==> config.mk <==
export PLATFORM = sky130hd
export DESIGN_NAME = host_mem_port
export DESIGN_NICKNAME = d
export VERILOG_FILES = /design/src/rtl/hmp_pkg.sv /design/src/rtl/hmp_sync.sv /design/src/rtl/hmp_ovl_reg.sv /design/src/rtl/hmp_engine.sv /design/src/rtl/host_mem_port.sv
export SDC_FILE = /design/constraint.sdc
export NUM_CORES = 1
export LEC_CHECK = 0
export ABC_CLOCK_PERIOD_IN_PS = 6300
export BUFFER_PORTS_ARGS = -buffer_cell sky130_fd_sc_hd__buf_4
export CELL_PAD_IN_SITES_DETAIL_PLACEMENT = 1
export CELL_PAD_IN_SITES_GLOBAL_PLACEMENT = 1
export CORE_ASPECT_RATIO = 1.1
export CORE_UTILIZATION = 41
export CTS_CLUSTER_DIAMETER = 120
export DETAILED_ROUTE_END_ITERATION = 8
export PLACE_DENSITY = 0.84
export RECOVER_POWER = 25
export SYNTH_ARGS = -nofsm -noshare
export SYNTH_HDL_FRONTEND = slang
export SYNTH_SLANG_ARGS = --single-unit
==> constraint.sdc <==
create_clock -name clk -period 6.3 [get_ports clk]
set_clock_uncertainty 0.2 [all_clocks]
set_input_delay 1.575 -clock clk [delete_from_list [all_inputs] [get_ports clk]]
set_output_delay 1.575 -clock clk [all_outputs]
set_load 0.03 [all_outputs]
==> src/rtl/hmp_pkg.sv <==
package hmp_pkg;
    localparam int HB_W      = 16;               // host bus width
    localparam int HA_W      = 14;               // memory address width
    localparam int PM_W      = 24;               // program word width
    localparam int OVL_FLD_W = 4;                // width of each overlay field
    localparam int LO_W      = PM_W - HB_W;      // low part of a program word
    localparam int DST_BIT   = HA_W;             // destination select bit
    localparam int OVL_BIT   = HB_W - 1;         // overlay redirect bit

    typedef enum logic [1:0] {
        ST_IDLE = 2'd0,
        ST_ACC  = 2'd1,
        ST_HOLD = 2'd2
    } eng_st_e;

    typedef struct packed {
        eng_st_e          st;
        logic             lat_q;
        logic             is_wr;
        logic [HB_W-1:0]  wdat;
        logic [HB_W-1:0]  rdat;
        logic             half;
        logic [HB_W-1:0]  hi_buf;
        logic [LO_W-1:0]  lo_buf;
    } eng_s;

    typedef struct packed {
        logic [HA_W-1:0]  addr;
        logic             dst;
    } ptr_s;
endpackage

==> src/rtl/hmp_sync.sv <==
module hmp_sync #(
    parameter int W      = 4,
    parameter int STAGES = 1
) (
    input  logic         clk,
    input  logic         rst_n,
    input  logic [W-1:0] d,
    output logic [W-1:0] q
);
    logic [STAGES-1:0][W-1:0] chain_q;

    for (genvar g = 0; g < STAGES; g++) begin : g_stage
        if (g == 0) begin : g_first
            always_ff @(posedge clk or negedge rst_n) begin
                if (!rst_n) chain_q[0] <= '0;
                else        chain_q[0] <= d;
            end
        end else begin : g_next
            always_ff @(posedge clk or negedge rst_n) begin
                if (!rst_n) chain_q[g] <= '0;
                else        chain_q[g] <= chain_q[g-1];
            end
        end
    end

    assign q = chain_q[STAGES-1];
endmodule

==> src/rtl/hmp_ovl_reg.sv <==
module hmp_ovl_reg
    import hmp_pkg::*;
(
    input  logic                     clk,
    input  logic                     rst_n,
    input  logic                     we,
    input  logic [2*OVL_FLD_W-1:0]   din,
    output logic [HB_W-1:0]          ovl_word
);
    logic [HB_W-1:0] ovl_d, ovl_q;

    always_comb begin
        ovl_d = ovl_q;
        if (we) begin
            ovl_d = '0;
            ovl_d[OVL_FLD_W-1:0]           = din[OVL_FLD_W-1:0];
            ovl_d[2*OVL_FLD_W-1:OVL_FLD_W] = din[2*OVL_FLD_W-1:OVL_FLD_W];
        end
    end

    always_ff @(posedge clk or negedge rst_n) begin
        if (!rst_n) ovl_q <= '0;
        else        ovl_q <= ovl_d;
    end

    assign ovl_word = ovl_q;
endmodule

==> src/rtl/hmp_engine.sv <==
module hmp_engine
    import hmp_pkg::*;
(
    input  logic             clk,
    input  logic             rst_n,
    input  logic             s_sel,
    input  logic             s_lat,
    input  logic             s_rd,
    input  logic             s_wr,
    input  logic [HB_W-1:0]  bus_in,
    output logic             ovl_we,
    output logic             ack,
    output logic [HB_W-1:0]  rd_data,
    output logic             pm_req,
    output logic             pm_we,
    output logic [HA_W-1:0]  pm_addr,
    output logic [PM_W-1:0]  pm_wdata,
    input  logic [PM_W-1:0]  pm_rdata,
    input  logic             pm_gnt,
    output logic             dm_req,
    output logic             dm_we,
    output logic [HA_W-1:0]  dm_addr,
    output logic [HB_W-1:0]  dm_wdata,
    input  logic [HB_W-1:0]  dm_rdata,
    input  logic             dm_gnt
);
    eng_s e_d, e_q;
    ptr_s p_d, p_q;

    logic lat_fall, xfer, need_mem, mem_ok;

    always_comb begin
        e_d      = e_q;
        p_d      = p_q;
        ovl_we   = 1'b0;
        lat_fall = e_q.lat_q & ~s_lat & s_sel;
        xfer     = s_sel & (s_rd | s_wr);
        // program words touch memory on the first read half and the second write half
        need_mem = p_q.dst | (e_q.is_wr ? e_q.half : ~e_q.half);
        mem_ok   = p_q.dst ? dm_gnt : pm_gnt;
        e_d.lat_q = s_lat;

        unique case (e_q.st)
            ST_IDLE: begin
                if (lat_fall) begin
                    if (bus_in[OVL_BIT]) begin
                        ovl_we = 1'b1;
                    end else begin
                        p_d.addr  = bus_in[HA_W-1:0];
                        p_d.dst   = bus_in[DST_BIT];
                        e_d.half  = 1'b0;
                    end
                end else if (xfer) begin
                    e_d.st    = ST_ACC;
                    e_d.is_wr = s_wr;
                    e_d.wdat  = bus_in;
                end
            end
            ST_ACC: begin
                if (!need_mem || mem_ok) begin
                    e_d.st = ST_HOLD;
                    if (p_q.dst) begin
                        if (!e_q.is_wr) e_d.rdat = dm_rdata;
                        p_d.addr = p_q.addr + 1'b1;
                    end else if (!e_q.half) begin
                        if (e_q.is_wr) begin
                            e_d.hi_buf = e_q.wdat;
                        end else begin
                            e_d.rdat   = pm_rdata[PM_W-1:LO_W];
                            e_d.lo_buf = pm_rdata[LO_W-1:0];
                        end
                        e_d.half = 1'b1;
                    end else begin
                        if (!e_q.is_wr) e_d.rdat = {{(HB_W-LO_W){1'b0}}, e_q.lo_buf};
                        e_d.half = 1'b0;
                        p_d.addr = p_q.addr + 1'b1;
                    end
                end
            end
            ST_HOLD: begin
                if (!xfer) e_d.st = ST_IDLE;
            end
            default: e_d.st = ST_IDLE;
        endcase

        pm_req   = (e_q.st == ST_ACC) & ~p_q.dst & need_mem;
        dm_req   = (e_q.st == ST_ACC) &  p_q.dst;
        pm_we    = e_q.is_wr;
        dm_we    = e_q.is_wr;
        pm_addr  = p_q.addr;
        dm_addr  = p_q.addr;
        pm_wdata = {e_q.hi_buf, e_q.wdat[LO_W-1:0]};
        dm_wdata = e_q.wdat;
        ack      = (e_q.st != ST_ACC);
        rd_data  = e_q.rdat;
    end

    always_ff @(posedge clk or negedge rst_n) begin
        if (!rst_n) begin
            e_q <= '{st: ST_IDLE, default: '0};
        end else begin
            e_q <= e_d;
        end
    end

    // pointer is left undefined at reset
    always_ff @(posedge clk) begin
        p_q <= p_d;
    end

    assert_req_excl_R10: assert property (@(posedge clk) disable iff (!rst_n)
        !(pm_req && dm_req));

    assert_pm_hold_R10: assert property (@(posedge clk) disable iff (!rst_n)
        (pm_req && !pm_gnt) |=> (pm_req && $stable(pm_addr)));

    assert_dm_hold_R10: assert property (@(posedge clk) disable iff (!rst_n)
        (dm_req && !dm_gnt) |=> (dm_req && $stable(dm_addr)));

    assert_pm_commit_R4: assert property (@(posedge clk) disable iff (!rst_n)
        (pm_req && pm_we) |-> e_q.half);

    assert_dm_step_R3: assert property (@(posedge clk) disable iff (!rst_n)
        (dm_req && dm_gnt) |=> (dm_addr == $past(dm_addr) + 1'b1));
endmodule

==> src/rtl/host_mem_port.sv <==
module host_mem_port
    import hmp_pkg::*;
#(
    parameter int SYNC_STAGES = 1
) (
    input  logic             clk,
    input  logic             rst_n,
    input  logic             host_sel_n,
    input  logic             host_lat,
    input  logic             host_rd_n,
    input  logic             host_wr_n,
    input  logic [15:0]      host_bus_in,
    output logic [15:0]      host_bus_out,
    output logic             host_bus_oe,
    output logic             host_ack,
    output logic             pm_req,
    output logic             pm_we,
    output logic [13:0]      pm_addr,
    output logic [23:0]      pm_wdata,
    input  logic [23:0]      pm_rdata,
    input  logic             pm_gnt,
    output logic             dm_req,
    output logic             dm_we,
    output logic [13:0]      dm_addr,
    output logic [15:0]      dm_wdata,
    input  logic [15:0]      dm_rdata,
    input  logic             dm_gnt,
    output logic [15:0]      ovl_word
);
    localparam int NSTROBE = 4;

    logic [NSTROBE-1:0] raw_strb, syn_strb;
    logic               ovl_we;

    assign raw_strb = {~host_sel_n, host_lat, ~host_rd_n, ~host_wr_n};

    hmp_sync #(.W(NSTROBE), .STAGES(SYNC_STAGES)) u_sync (
        .clk   (clk),
        .rst_n (rst_n),
        .d     (raw_strb),
        .q     (syn_strb)
    );

    hmp_engine u_eng (
        .clk      (clk),
        .rst_n    (rst_n),
        .s_sel    (syn_strb[3]),
        .s_lat    (syn_strb[2]),
        .s_rd     (syn_strb[1]),
        .s_wr     (syn_strb[0]),
        .bus_in   (host_bus_in),
        .ovl_we   (ovl_we),
        .ack      (host_ack),
        .rd_data  (host_bus_out),
        .pm_req   (pm_req),
        .pm_we    (pm_we),
        .pm_addr  (pm_addr),
        .pm_wdata (pm_wdata),
        .pm_rdata (pm_rdata),
        .pm_gnt   (pm_gnt),
        .dm_req   (dm_req),
        .dm_we    (dm_we),
        .dm_addr  (dm_addr),
        .dm_wdata (dm_wdata),
        .dm_rdata (dm_rdata),
        .dm_gnt   (dm_gnt)
    );

    hmp_ovl_reg u_ovl (
        .clk      (clk),
        .rst_n    (rst_n),
        .we       (ovl_we),
        .din      (host_bus_in[2*OVL_FLD_W-1:0]),
        .ovl_word (ovl_word)
    );

    // pads drive only during a selected read, straight from the pins
    assign host_bus_oe = ~host_sel_n & ~host_rd_n;
endmodule

# Word level (Yosys, flattened, before mapping)
# Index checks and enable logic that the tools add are counted.
# totals
reg_bits	88
inputBits	64
out_inout_bits	106
word_cells	83
# op_classes
addsub	1
n_eq_ne	11
muxes	29
bitwise_logic	18
reduce_logical	12
# op_table
operator	count
$mux 16	5
$mux 25	2
$mux 14	3
$mux 15	2
$pmux 14 s2	1
$mux 24	1
$reduce_and 5->1	4
$mux 17	1
$add 14x1->14 const B	1
$not 1->1	9
$reduce_and 3->1	3
$mux 2	4
$mux 8	1
$ne 2x1->1 const B	4
$ne 2x2->1 const B	4
$and 1x1->1	7
$mux 1	7
$pmux 2 s3	1
$reduce_and 4->1	1
$ne 3x1->1 const B	1
$eq 2x1->1 const B	1
$eq 2x2->1 const B	1
$logic_not 2->1	1
$or 1x1->1	2
4 further kinds	4

# Longest topological paths before layout
# Gate-level depths: netlist (run 1).
# depth
word_depth	7
ltp_mapped	9
depth_no_buf	6

# Cells and area by module
# A second synthesis (run 1) with hierarchy kept.
# hier_totals
hier_cells	395
area_unflattened_um2	4621.9
# modules_own_cells
mod	instances	cells_each	area_per_inst_um2	seq_area_each_um2
hmp_engine	1	361	4111.4	1976.9
hmp_ovl_reg	1	26	395.4	200.2
hmp_sync	1	4	100.1	100.1
host_mem_port	1	4	15.0	0.0

# Least setup slack after synthesis (run 1)
# No wires, ideal clock.
# synth_timing
kind	register -> output
from	register u_eng.e_q[24] in the netlist's numbering
to	output port pm_req
t_arrival_ns	2.057
t_required_ns	4.525
setup_slack_ns	2.468
stages_incl_launch_ff	6
path_buffers	2
cell_sequence	dfrtp_1 > clkbuf_1 > buf_1 > inv_1 > ha_1 > nor3_1
# synth_via
elab_chain_len	4
# synth_rtl
element	line_no	source
start, declared	hmp_engine.sv:27	eng_s e_d, e_q;
start signal, assigned	hmp_engine.sv:100	e_q <= '{st: ST_IDLE, default: '0};
start signal, assigned	hmp_engine.sv:102	e_q <= e_d;
$not 1->1 (no line)	n/a	
$mux 1 *	hmp_engine.sv:39	need_mem = p_q.dst | (e_q.is_wr ? e_q.half : ~e_q.half);
$or 1x1->1 *	hmp_engine.sv:39	
$and 1x1->1 *	hmp_engine.sv:86	pm_req = (e_q.st == ST_ACC) & ~p_q.dst & need_mem;
end, declared	host_mem_port.sv:16	output logic pm_req,
# Mark *: on every way between the ends. The rest lies on a longest branch, timed or not.

# Worst setup path after layout (run 1)
# Same ends and word-level chain as after synthesis.

==> results of run 1 <==
## report_power, final
part	switching, mW	internal [mW]	leakage [nW]
Sequential	0.201	0.825	1.04
Combinational	0.826	0.565	1.37
Clock	0.215	0.344	0.152
Total	1.24	1.73	2.56
## synth_stat cells (10+ instances only)
cell / number / share of area [%]
sky130_fd_sc_hd__mux2_4: 10 / 3.3
sky130_fd_sc_hd__dfrtp_1: 73 / 40
sky130_fd_sc_hd__a21oi_1: 11 / 1.2
sky130_fd_sc_hd__edfxtp_1: 15 / 9.8
sky130_fd_sc_hd__o21ai_0: 32 / 3.5
sky130_fd_sc_hd__nand2_1: 36 / 2.9
sky130_fd_sc_hd__xnor2_1: 10 / 1.9
sky130_fd_sc_hd__clkbuf_1: 10 / 0.82
sky130_fd_sc_hd__inv_1: 10 / 0.82
sky130_fd_sc_hd__buf_4: 93 / 15
sky130_fd_sc_hd__mux2_2: 39 / 9.6
sky130_fd_sc_hd__nor2_1: 14 / 1.1
## registers in the layout, summed over array words and instances (netlist names)
name	count
u_eng.e_q	12
u_eng.dm_addr	14
u_eng.dm_we	1
u_eng.pm_wdata	16
u_eng.dm_wdata	16
u_eng.rd_data	16
u_sync.q	4
u_ovl.ovl_word	8
u_eng.p_q	1
## final cells by class
cell class,instances,area [um^2]
Fill cell,1241,5390
Inverter,11,41.3
Timing Repair Buffer,163,1210
Tap cell,147,184
Clock buffer,9,225
Multi-Input combinational cell,211,1500
Clock inverter,5,81.3
Sequential cell,88,2280
## cells by family (layout without fill, tap and decap cells)
logic type                 after synthesis  count (layout)
buffers and inverters                  119             188
DFF                                     88              88
and+or+nand+nor                         79              79
muxes                                   57              57
AOI/OAI and AO/OA                       53              53
xor gates and xnor gates                12              12
adders and majority gates                2               2
other                                    1               8
## worst max-delay path by stage
stage	startpoint	end	slack, ps	cells after the start
2_1_floorplan	u_eng.e_q[24]	pm_req	2470	5
6_report	u_eng.e_q[24]	pm_req	2580	4
5_1_grt	u_eng.e_q[24]	pm_req	2420	4
4_1_cts	u_eng.e_q[24]	pm_req	2530	4
3_5_place_dp	host_sel_n	host_bus_oe	2570	3
3_3_place_gp	host_sel_n	host_bus_oe	2580	3
## through the flow
step / power (mW) / instances / instance area, um^2 / util, % / hold slack (ps)
final: 2.98 / 634 / 5520 / 50.6 / 227
after global routing: 3.14 / 634 / 5520 / 50.6 / 248
after CTS: 3.02 / 634 / 5540 / 50.8 / 228
after detailed placement: 2.45 / 620 / 5240 / 48.0 / 212
after global placement: 2.39 / 620 / 5240 / 48.0 / 207
after floorplan: 2.18 / 418 / 4610 / - / 187
## routing by layer
layer	vias up	GRT usage, %
met3	23	5.56
li1	1441	-
met5	-	0
met4	0	9.48
met1	1514	22.7
met2	137	34.4
==> results.yml, run 1 <==
run_status:
  outcome: "finished clean"
final_layout:
  drive_above_1_share_pct: 46.4
  mostFrequentLayoutCell: "sky130_fd_sc_hd__buf_4"
  finish.net_count: 550
  num_antenna_cells: 0
  layout_common_cells: "sky130_fd_sc_hd__buf_4 (156), sky130_fd_sc_hd__dfrtp_1 (73), sky130_fd_sc_hd__mux2_2 (39), sky130_fd_sc_hd__nand2_1 (36), sky130_fd_sc_hd__o21ai_0 (32)"
  area_growth_syn_to_layout_pct: 20.4
logic_synthesis:
  synth.mux.area_fraction_pct: 14.6
  synth.avg_cell_area_um2: 11.1
  synthSimpleGateAreaFrac_pct: 8.41
  postSynth.asyncResetShare_pct: 83.0
  postSynthRegisterBits: 88
  gate_count_post_synth: 411
  yosysWarningCount: 0
  synth.yosys.seq_area_share_pct: 49.7
  synthesis.area_um2: 4580
  synth_fa_ha_area_share_pct: 0.546
  post_synth_xor_area_fraction_pct: 2.29
  synth_top_family_by_area: "buffers and inverters"
  synth_ff_type: "sky130_fd_sc_hd__dfrtp_1"
  synth_compound_gate_area_share_pct: 6.44
  synth_edf_count: 15
  synth.distinct_cells: 40
grt:
  gr-total-overflow: 0
  grt_antenna_before_repair: 0
  grt_max_degree: 74
  wire_length_of_the_first_global_routing_pass_um: 17400
  grt_pass1_vias: 3385
  grt.total_usage_pct: 20.0
setup_path:
  slowest_stage_cell_cp: "sky130_fd_sc_hd__dfrtp_1"
  timing.reg2reg.worst_path_depth: 6
  cp-end-kind: "output port"
  cp_data_arrival_time_ps: 1940
  critical_path_required_ps: 4530
  worst_setup_path_category: "reg2out"
  start_kind: "flop"
  worstReg2RegEnd: "u_eng.pm_wdata[10]"
  timing.rr.start: "u_eng.e_q[24]"
  crit_path_cell_trace: "inv_1 > ha_1 > nor3_1 > buf_4"
  timing.reg2reg.setup_slack_ps: 3040
  critPathTopFamily: "flip-flops"
  critPathBufInv: 2
  crit_path_max_incr_delay_ps: 770
  critical_path.max_fanout: 15
sta:
  timing.final.setup_violations: 0
  max_clock_freq_mhz: 269
  period_needed_ps: 3720
  finalHoldViolCount: 0
  setup_ws_ps: 2580
  final_min_period_over_clock_period_pct: 59.0
  max_slew.worst_pin.slew_ps: 1080
  tightest_slew_margin_relative_to_the_limit_pct: 27.9
  timing_max_transition_violations_final: 0
  grt_setup_unrepaired: "false"
  setup_total_negative_slack_ps: 0
floorplan:
  die_area_um2: 11600
  top_level_ports: 170
  std_cell_rows: 40
  fp.coreArea_um2: 10900
  die-width_um: 103
  die_h_um: 113
  start_util_pct: 42.0
place:
  io_buffers: 161
  detailedPlace.worstSlack_ps: 2570
  dp_hpwl_um: 8370
  gpl.final_weighted_congestion: 0.748
cts:
  tritoncts: "built"
  clock_latency_ps: 340
  clk_path_buf_depth: 2
  cts_setup_buffers: 0
  cts.root.buffer_cell: "sky130_fd_sc_hd__clkbuf_16"
  clk_transition_reported_paths_ps: 60
  cts_inserted_buffers: 9
  numClockSinks: 88
  hold_buffers: 0
  cts_max_level: 3
  cts_repair_resize_count: 0
drt:
  first_drt_iteration_drcs: 51
  num_vias: 3115
  route.detailed.wl_per_inst_um: 17.2
  detail_route.wirelength_um: 10900
  detailroute.wirelength.met2_um: 5520
  drt_pass1_iterations: 4
  drcViolationCount: 0
  routed_via_density: 4.91
  ant_nets: 0
  drt-met1-wl_um: 4230
  top_layer_used_by_detailed_routing: "met4"
  wl_met3_um: 875
worst_hold_path:
  holdCritStartpoint: "u_sync.q[2]"
  hold_path.class: "reg2reg"
  min_delay_path_depth: 0
  min_delay_worst_endpoint: "u_eng.e_q[58]"
job:
  max-cap-violations: 0
power:
  power_per_cell_area_nw_per_um2: 539
  ir_drop_mv: 0.203
  p_leak_nw: 2.56
No activity file was read; power rests on OpenSTA's default activity.
==> run 2: changes to the inputs <==
ABC_CLOCK_PERIOD_IN_PS = 3000   (was 6300)
CORE_UTILIZATION = 34   (was 41)
PLACE_DENSITY = 0.75   (was 0.84)
clock period = 3 ns   (was 6.3 ns; I/O delays follow)
==> run 2 against run 1 <==
The run now ends with max-capacitance violations, max-slew violations left; combinational power rose by 110%; global-route usage is 3.3 points lower; critical endpoint unchanged; sequential power up 110%; die area rose by 20%.
==> results.yml, run 2 (same netlist as run 1, synthesis figures left out) <==
final_layout:
  finalCoreUtilization_pct: 42.5
  regArea_um2: 2280
  drive_above_1_share_pct: 47.5
  final_cell_area_um2: 5600
  mostFrequentLayoutCell: "sky130_fd_sc_hd__buf_4"
  layout_common_cells: "sky130_fd_sc_hd__buf_4 (160), sky130_fd_sc_hd__dfrtp_1 (73), sky130_fd_sc_hd__mux2_2 (39), sky130_fd_sc_hd__nand2_1 (36), sky130_fd_sc_hd__o21ai_0 (32)"
  finish.net_count: 553
  multi_input_area_um2: 1510
  layout.filler_cells: 1423
  area_growth_syn_to_layout_pct: 22.1
  num_antenna_cells: 0
cts:
  tritoncts: "built"
  cts_inserted_buffers: 9
  cts_setup_buffers: 0
  cts_repair_resize_count: 0
  clk_path_buf_depth: 2
  clock_latency_ps: 330
  hold_buffers: 0
  numClockSinks: 88
  clk_transition_reported_paths_ps: 60
  cts.root.buffer_cell: "sky130_fd_sc_hd__clkbuf_16"
  cts_max_level: 3
setup_path:
  worstReg2RegEnd: "u_eng.pm_wdata[12]"
  worst_setup_path_endpoint: "pm_req"
  critical_path_required_ps: 2050
  critPathBufInv: 2
  start_kind: "flop"
  timing.critical_path.depth: 4
  timing.reg2reg.worst_path_depth: 7
  slowest_stage_cell_cp: "sky130_fd_sc_hd__dfrtp_1"
  cp-end-kind: "output port"
  critical_path.max_fanout: 5
  timing.critical_path.from: "u_eng.dm_we"
  timing.rr.start: "u_eng.dm_we"
  timing.reg2reg.setup_slack_ps: 600
  cp_data_arrival_time_ps: 1600
  crit_path_cell_trace: "inv_1 > ha_1 > nor3_1 > buf_4"
  crit_path_max_incr_delay_ps: 410
  critPathTopFamily: "flip-flops"
  worst_setup_path_category: "reg2out"
floorplan:
  top_level_ports: 170
  die_h_um: 124
  start_util_pct: 34.8
  die-width_um: 113
  std_cell_rows: 44
  die_area_um2: 13900
  fp.coreArea_um2: 13200
grt:
  gr-total-overflow: 0
  grt_antenna_before_repair: 0
  wire_length_of_the_first_global_routing_pass_um: 17500
  grt_max_degree: 74
  grt_pass1_vias: 3304
  grt.total_usage_pct: 16.7
place:
  dp_hpwl_um: 8370
  gpl.final_weighted_congestion: 0.808
  post_place_cell_area_um2: 5280
  io_buffers: 161
sta:
  max_clock_freq_mhz: 392
  timing.final.setup_violations: 0
  grt_setup_unrepaired: "false"
  period_needed_ps: 2550
  max_slew.worst_pin.slew_ps: 1870
  final_min_period_over_clock_period_pct: 85.1
  tightest_slew_margin_relative_to_the_limit_pct: -24.4
  final_worst_hold_slack_ps: 230
  finalHoldViolCount: 0
  setup_total_negative_slack_ps: 0
  timing_max_transition_violations_final: 74
drt:
  first_drt_iteration_drcs: 73
  drt_pass1_iterations: 4
  detail_route.wirelength_um: 11000
  ant_nets: 0
  route.detailed.wl_per_inst_um: 16.9
  drcViolationCount: 0
  num_vias: 3093
  routed_via_density: 4.74
power:
  power_per_cell_area_nw_per_um2: 1130
  ir_drop_mv: 0.446
  p_leak_nw: 2.59
job:
  max-cap-violations: 1
worst_hold_path:
  hold_path.class: "reg2reg"
  holdCritStartpoint: "u_sync.q[2]"
run_status:
  violations: "max-capacitance violations, max-slew violations"
  outcome: "finished, violations left"
==> run 2: changes by cell type in the layout (fill, tap and decap cells not counted), sizes merged <==
cell / previous run / this run
inv: 13 / 11
buf: 156 / 160
clkbuf: 16 / 18
==> run 2: stage by stage <==
| stage | worst slack [ps] | total power [mW] | instances |
|---|---|---|---|
| CTS | 399 | 6.40 | 652 |
| floorplan | -7.47 | 4.58 | 418 |
| finish | 447 | 6.31 | 652 |
| global placement | 659 | 5.05 | 637 |
| detailed placement | 545 | 5.15 | 637 |
| global route | 296 | 6.66 | 652 |
==> run 2: metal layers <==
layer / share of wire, % / track usage (%) / vias to the layer above
li1: - / - / 1442
met1: 39 / 19.0 / 1512
met2: 51 / 29.5 / 127
met3: 7.9 / 4.82 / 12
met4: 1.4 / 6.75 / 0
met5: 0 / 0 / -
==> run 2: worst register-to-register path, cell delays in order, from the launching register on <==
cell and delay (ps):
sky130_fd_sc_hd__dfrtp_1 410, sky130_fd_sc_hd__inv_1 110, sky130_fd_sc_hd__ha_1 330, sky130_fd_sc_hd__nor2_1 70, sky130_fd_sc_hd__or3_4 350, sky130_fd_sc_hd__nor3_4 110
sky130_fd_sc_hd__buf_4 320, sky130_fd_sc_hd__mux2_2 390
==> run 2: worst min-delay path by stage <==
stage / endpoint / depth (start not counted) / slack (ps)
2_1_floorplan: u_eng.e_q[58] / 0 / 190
3_3_place_gp: u_eng.e_q[58] / 0 / 210
3_5_place_dp: u_eng.e_q[58] / 0 / 220
4_1_cts: u_eng.e_q[58] / 0 / 240
5_1_grt: u_eng.e_q[58] / 0 / 250
6_report: u_eng.e_q[58] / 0 / 230
==> run 2: report_power, final <==
group	leakage (nW)	switching, mW	total, mW	internal (mW)
clock	0.155	0.448	1.22	0.774
combinational	1.40	1.76	2.97	1.20
sequential	1.04	0.387	2.12	1.73
==> run 2: layout make-up <==
| class | count | share of cell area [%] |
|---|---|---|
| Timing Repair Buffer | 166 | 22.2 |
| Tap cell | 161 | 3.60 |
| Sequential cell | 88 | 40.7 |
| Clock inverter | 3 | 1.14 |
| Multi-Input combinational cell | 211 | 27.1 |
| Inverter | 11 | 0.738 |
| Clock buffer | 12 | 4.61 |
==> run 3: changes to the inputs <==
CORE_MARGIN = 1   (was unset)
RECOVER_POWER = 50   (was 25)
==> run 3 against run 2 <==
The run still ends with max-capacitance violations, max-slew violations left; register-to-register slack is essentially flat; sequential cell count did not move; non-clock buffer count stayed put; utilization shrank 1.6 points; critical path type unchanged; first-iteration DRC count is 5.5% higher; global-route usage stayed put; sequential power about the same; via count down 0.26%; worst hold slack improved by 3.8 ps.
==> results.yml, run 3 (same netlist as run 1, synthesis figures left out) <==
run_status:
  outcome: "finished, violations left"
  violations: "max-capacitance violations, max-slew violations"
power:
  report.power.total_mw: 6.00
  ir_drop_mv: 0.404
  p_leak_nw: 2.38
  power_per_cell_area_nw_per_um2: 1110
grt:
  gr-total-overflow: 0
  wire_length_of_the_first_global_routing_pass_um: 17500
  grt_max_degree: 74
  grt_pass1_vias: 3304
  grt.total_usage_pct: 16.7
  grt_antenna_before_repair: 0
place:
  detailedPlace.worstSlack_ps: 545
  dp_hpwl_um: 8370
  gpl.final_weighted_congestion: 0.808
  io_buffers: 161
setup_path:
  critPathTopFamily: "flip-flops"
  cp_data_arrival_time_ps: 1600
  timing.critical_path.depth: 4
  cp-end-kind: "output port"
  start_kind: "flop"
  critical_path_required_ps: 2050
  worst_setup_path_category: "reg2out"
  critPathBufInv: 2
  timing.reg2reg.worst_path_depth: 7
  crit_path_max_incr_delay_ps: 410
  critical_path.max_fanout: 5
  crit_path_cell_trace: "inv_1 > ha_1 > nor3_1 > buf_4"
  slowest_stage_cell_cp: "sky130_fd_sc_hd__dfrtp_1"
  timing.reg2reg.setup_slack_ps: 600
cts:
  numClockSinks: 88
  cts.root.buffer_cell: "sky130_fd_sc_hd__clkbuf_16"
  tritoncts: "built"
  hold_buffers: 0
  clock_latency_ps: 330
  cts_inserted_buffers: 9
  cts_repair_resize_count: 0
  clk_path_buf_depth: 2
  cts_setup_buffers: 0
  clk_transition_reported_paths_ps: 60
  cts_max_level: 3
drt:
  num_vias: 3085
  first_drt_iteration_drcs: 77
  drcViolationCount: 0
  route.detailed.wl_per_inst_um: 17.0
  ant_nets: 0
  detail_route.wirelength_um: 11100
  routed_via_density: 4.73
  drt_pass1_iterations: 4
sta:
  timing_max_transition_violations_final: 74
  grt_setup_unrepaired: "false"
  max_clock_freq_mhz: 392
  final_min_period_over_clock_period_pct: 85.1
  max_slew.worst_pin.slew_ps: 1880
  period_needed_ps: 2550
  tightest_slew_margin_relative_to_the_limit_pct: -25.2
  timing.final.setup_violations: 0
  setup_ws_ps: 448
  finalHoldViolCount: 0
final_layout:
  mostFrequentLayoutCell: "sky130_fd_sc_hd__buf_4"
  drive_above_1_share_pct: 36.0
  num_antenna_cells: 0
  layout_common_cells: "sky130_fd_sc_hd__buf_4 (105), sky130_fd_sc_hd__dfrtp_1 (73), sky130_fd_sc_hd__clkbuf_1 (58), sky130_fd_sc_hd__mux2_2 (39), sky130_fd_sc_hd__nand2_1 (36)"
  area_growth_syn_to_layout_pct: 17.5
  layout.filler_cells: 1459
  finish.net_count: 553
floorplan:
  top_level_ports: 170
  start_util_pct: 34.8
  die_area_um2: 13900
  fp.coreArea_um2: 13200
  die_h_um: 124
  std_cell_rows: 44
  die-width_um: 113
worst_hold_path:
  hold_path.class: "reg2reg"
  min_delay_path_depth: 0
job:
  max-cap-violations: 1
-- run 3: changes by cell type in the layout (fill, tap and decap cells not counted) --
cell and delta:
sky130_fd_sc_hd__nor3_1 +1, sky130_fd_sc_hd__buf_4 -55, sky130_fd_sc_hd__nor3_2 -1, sky130_fd_sc_hd__clkbuf_1 +55
-- run 3: cell type report --
class,count,area [um^2],share of cell area [%]
clock buffer,12,258,4.79
clock inverter,3,63.8,1.19
inverter,11,41.3,0.767
multi-input combinational,211,1510,28.0
sequential,88,2280,42.3
tap,161,201,3.74
timing repair buffer,166,1030,19.2
-- run 3: metrics by stage --
stage                     util [%]  area, um^2  setup TNS [ps]  std cells  hold slack (ps)
after floorplan                  -        4610           -7.47        418              187
after global placement        40.1        5280               0        637              208
after detailed placement      40.1        5280               0        637              223
after CTS                     42.6        5600               0        652              238
after global routing          40.9        5380               0        652              249
final                         40.9        5380               0        652              234
-- run 3: metal layers --
metal | track usage (%) | vias to the layer above | share of wire (%)
met3 | 4.82 | 12 | 8.1
met2 | 29.5 | 127 | 51
li1 | - | 1438 | -
met1 | 19.0 | 1508 | 40
met5 | 0 | - | 0
met4 | 6.75 | 0 | 1.4
-- run 3: final timing paths --
path,to,startpoint
setup / recovery,pm_req,u_eng.dm_we
hold / removal,u_eng.e_q[58],u_sync.q[2]
setup reg to reg,u_eng.pm_wdata[12],u_eng.dm_we
hold reg to reg,u_eng.e_q[58],u_sync.q[2]
max in group asynchronous,u_eng.e_q[58],rst_n
min in group asynchronous,u_eng.pm_wdata[14],rst_n
-- run 3: report_power, final --
| group | switching (mW) | internal, mW |
|---|---|---|
| registers | 0.380 | 1.73 |
| logic | 1.77 | 0.895 |
| clock network | 0.452 | 0.774 |
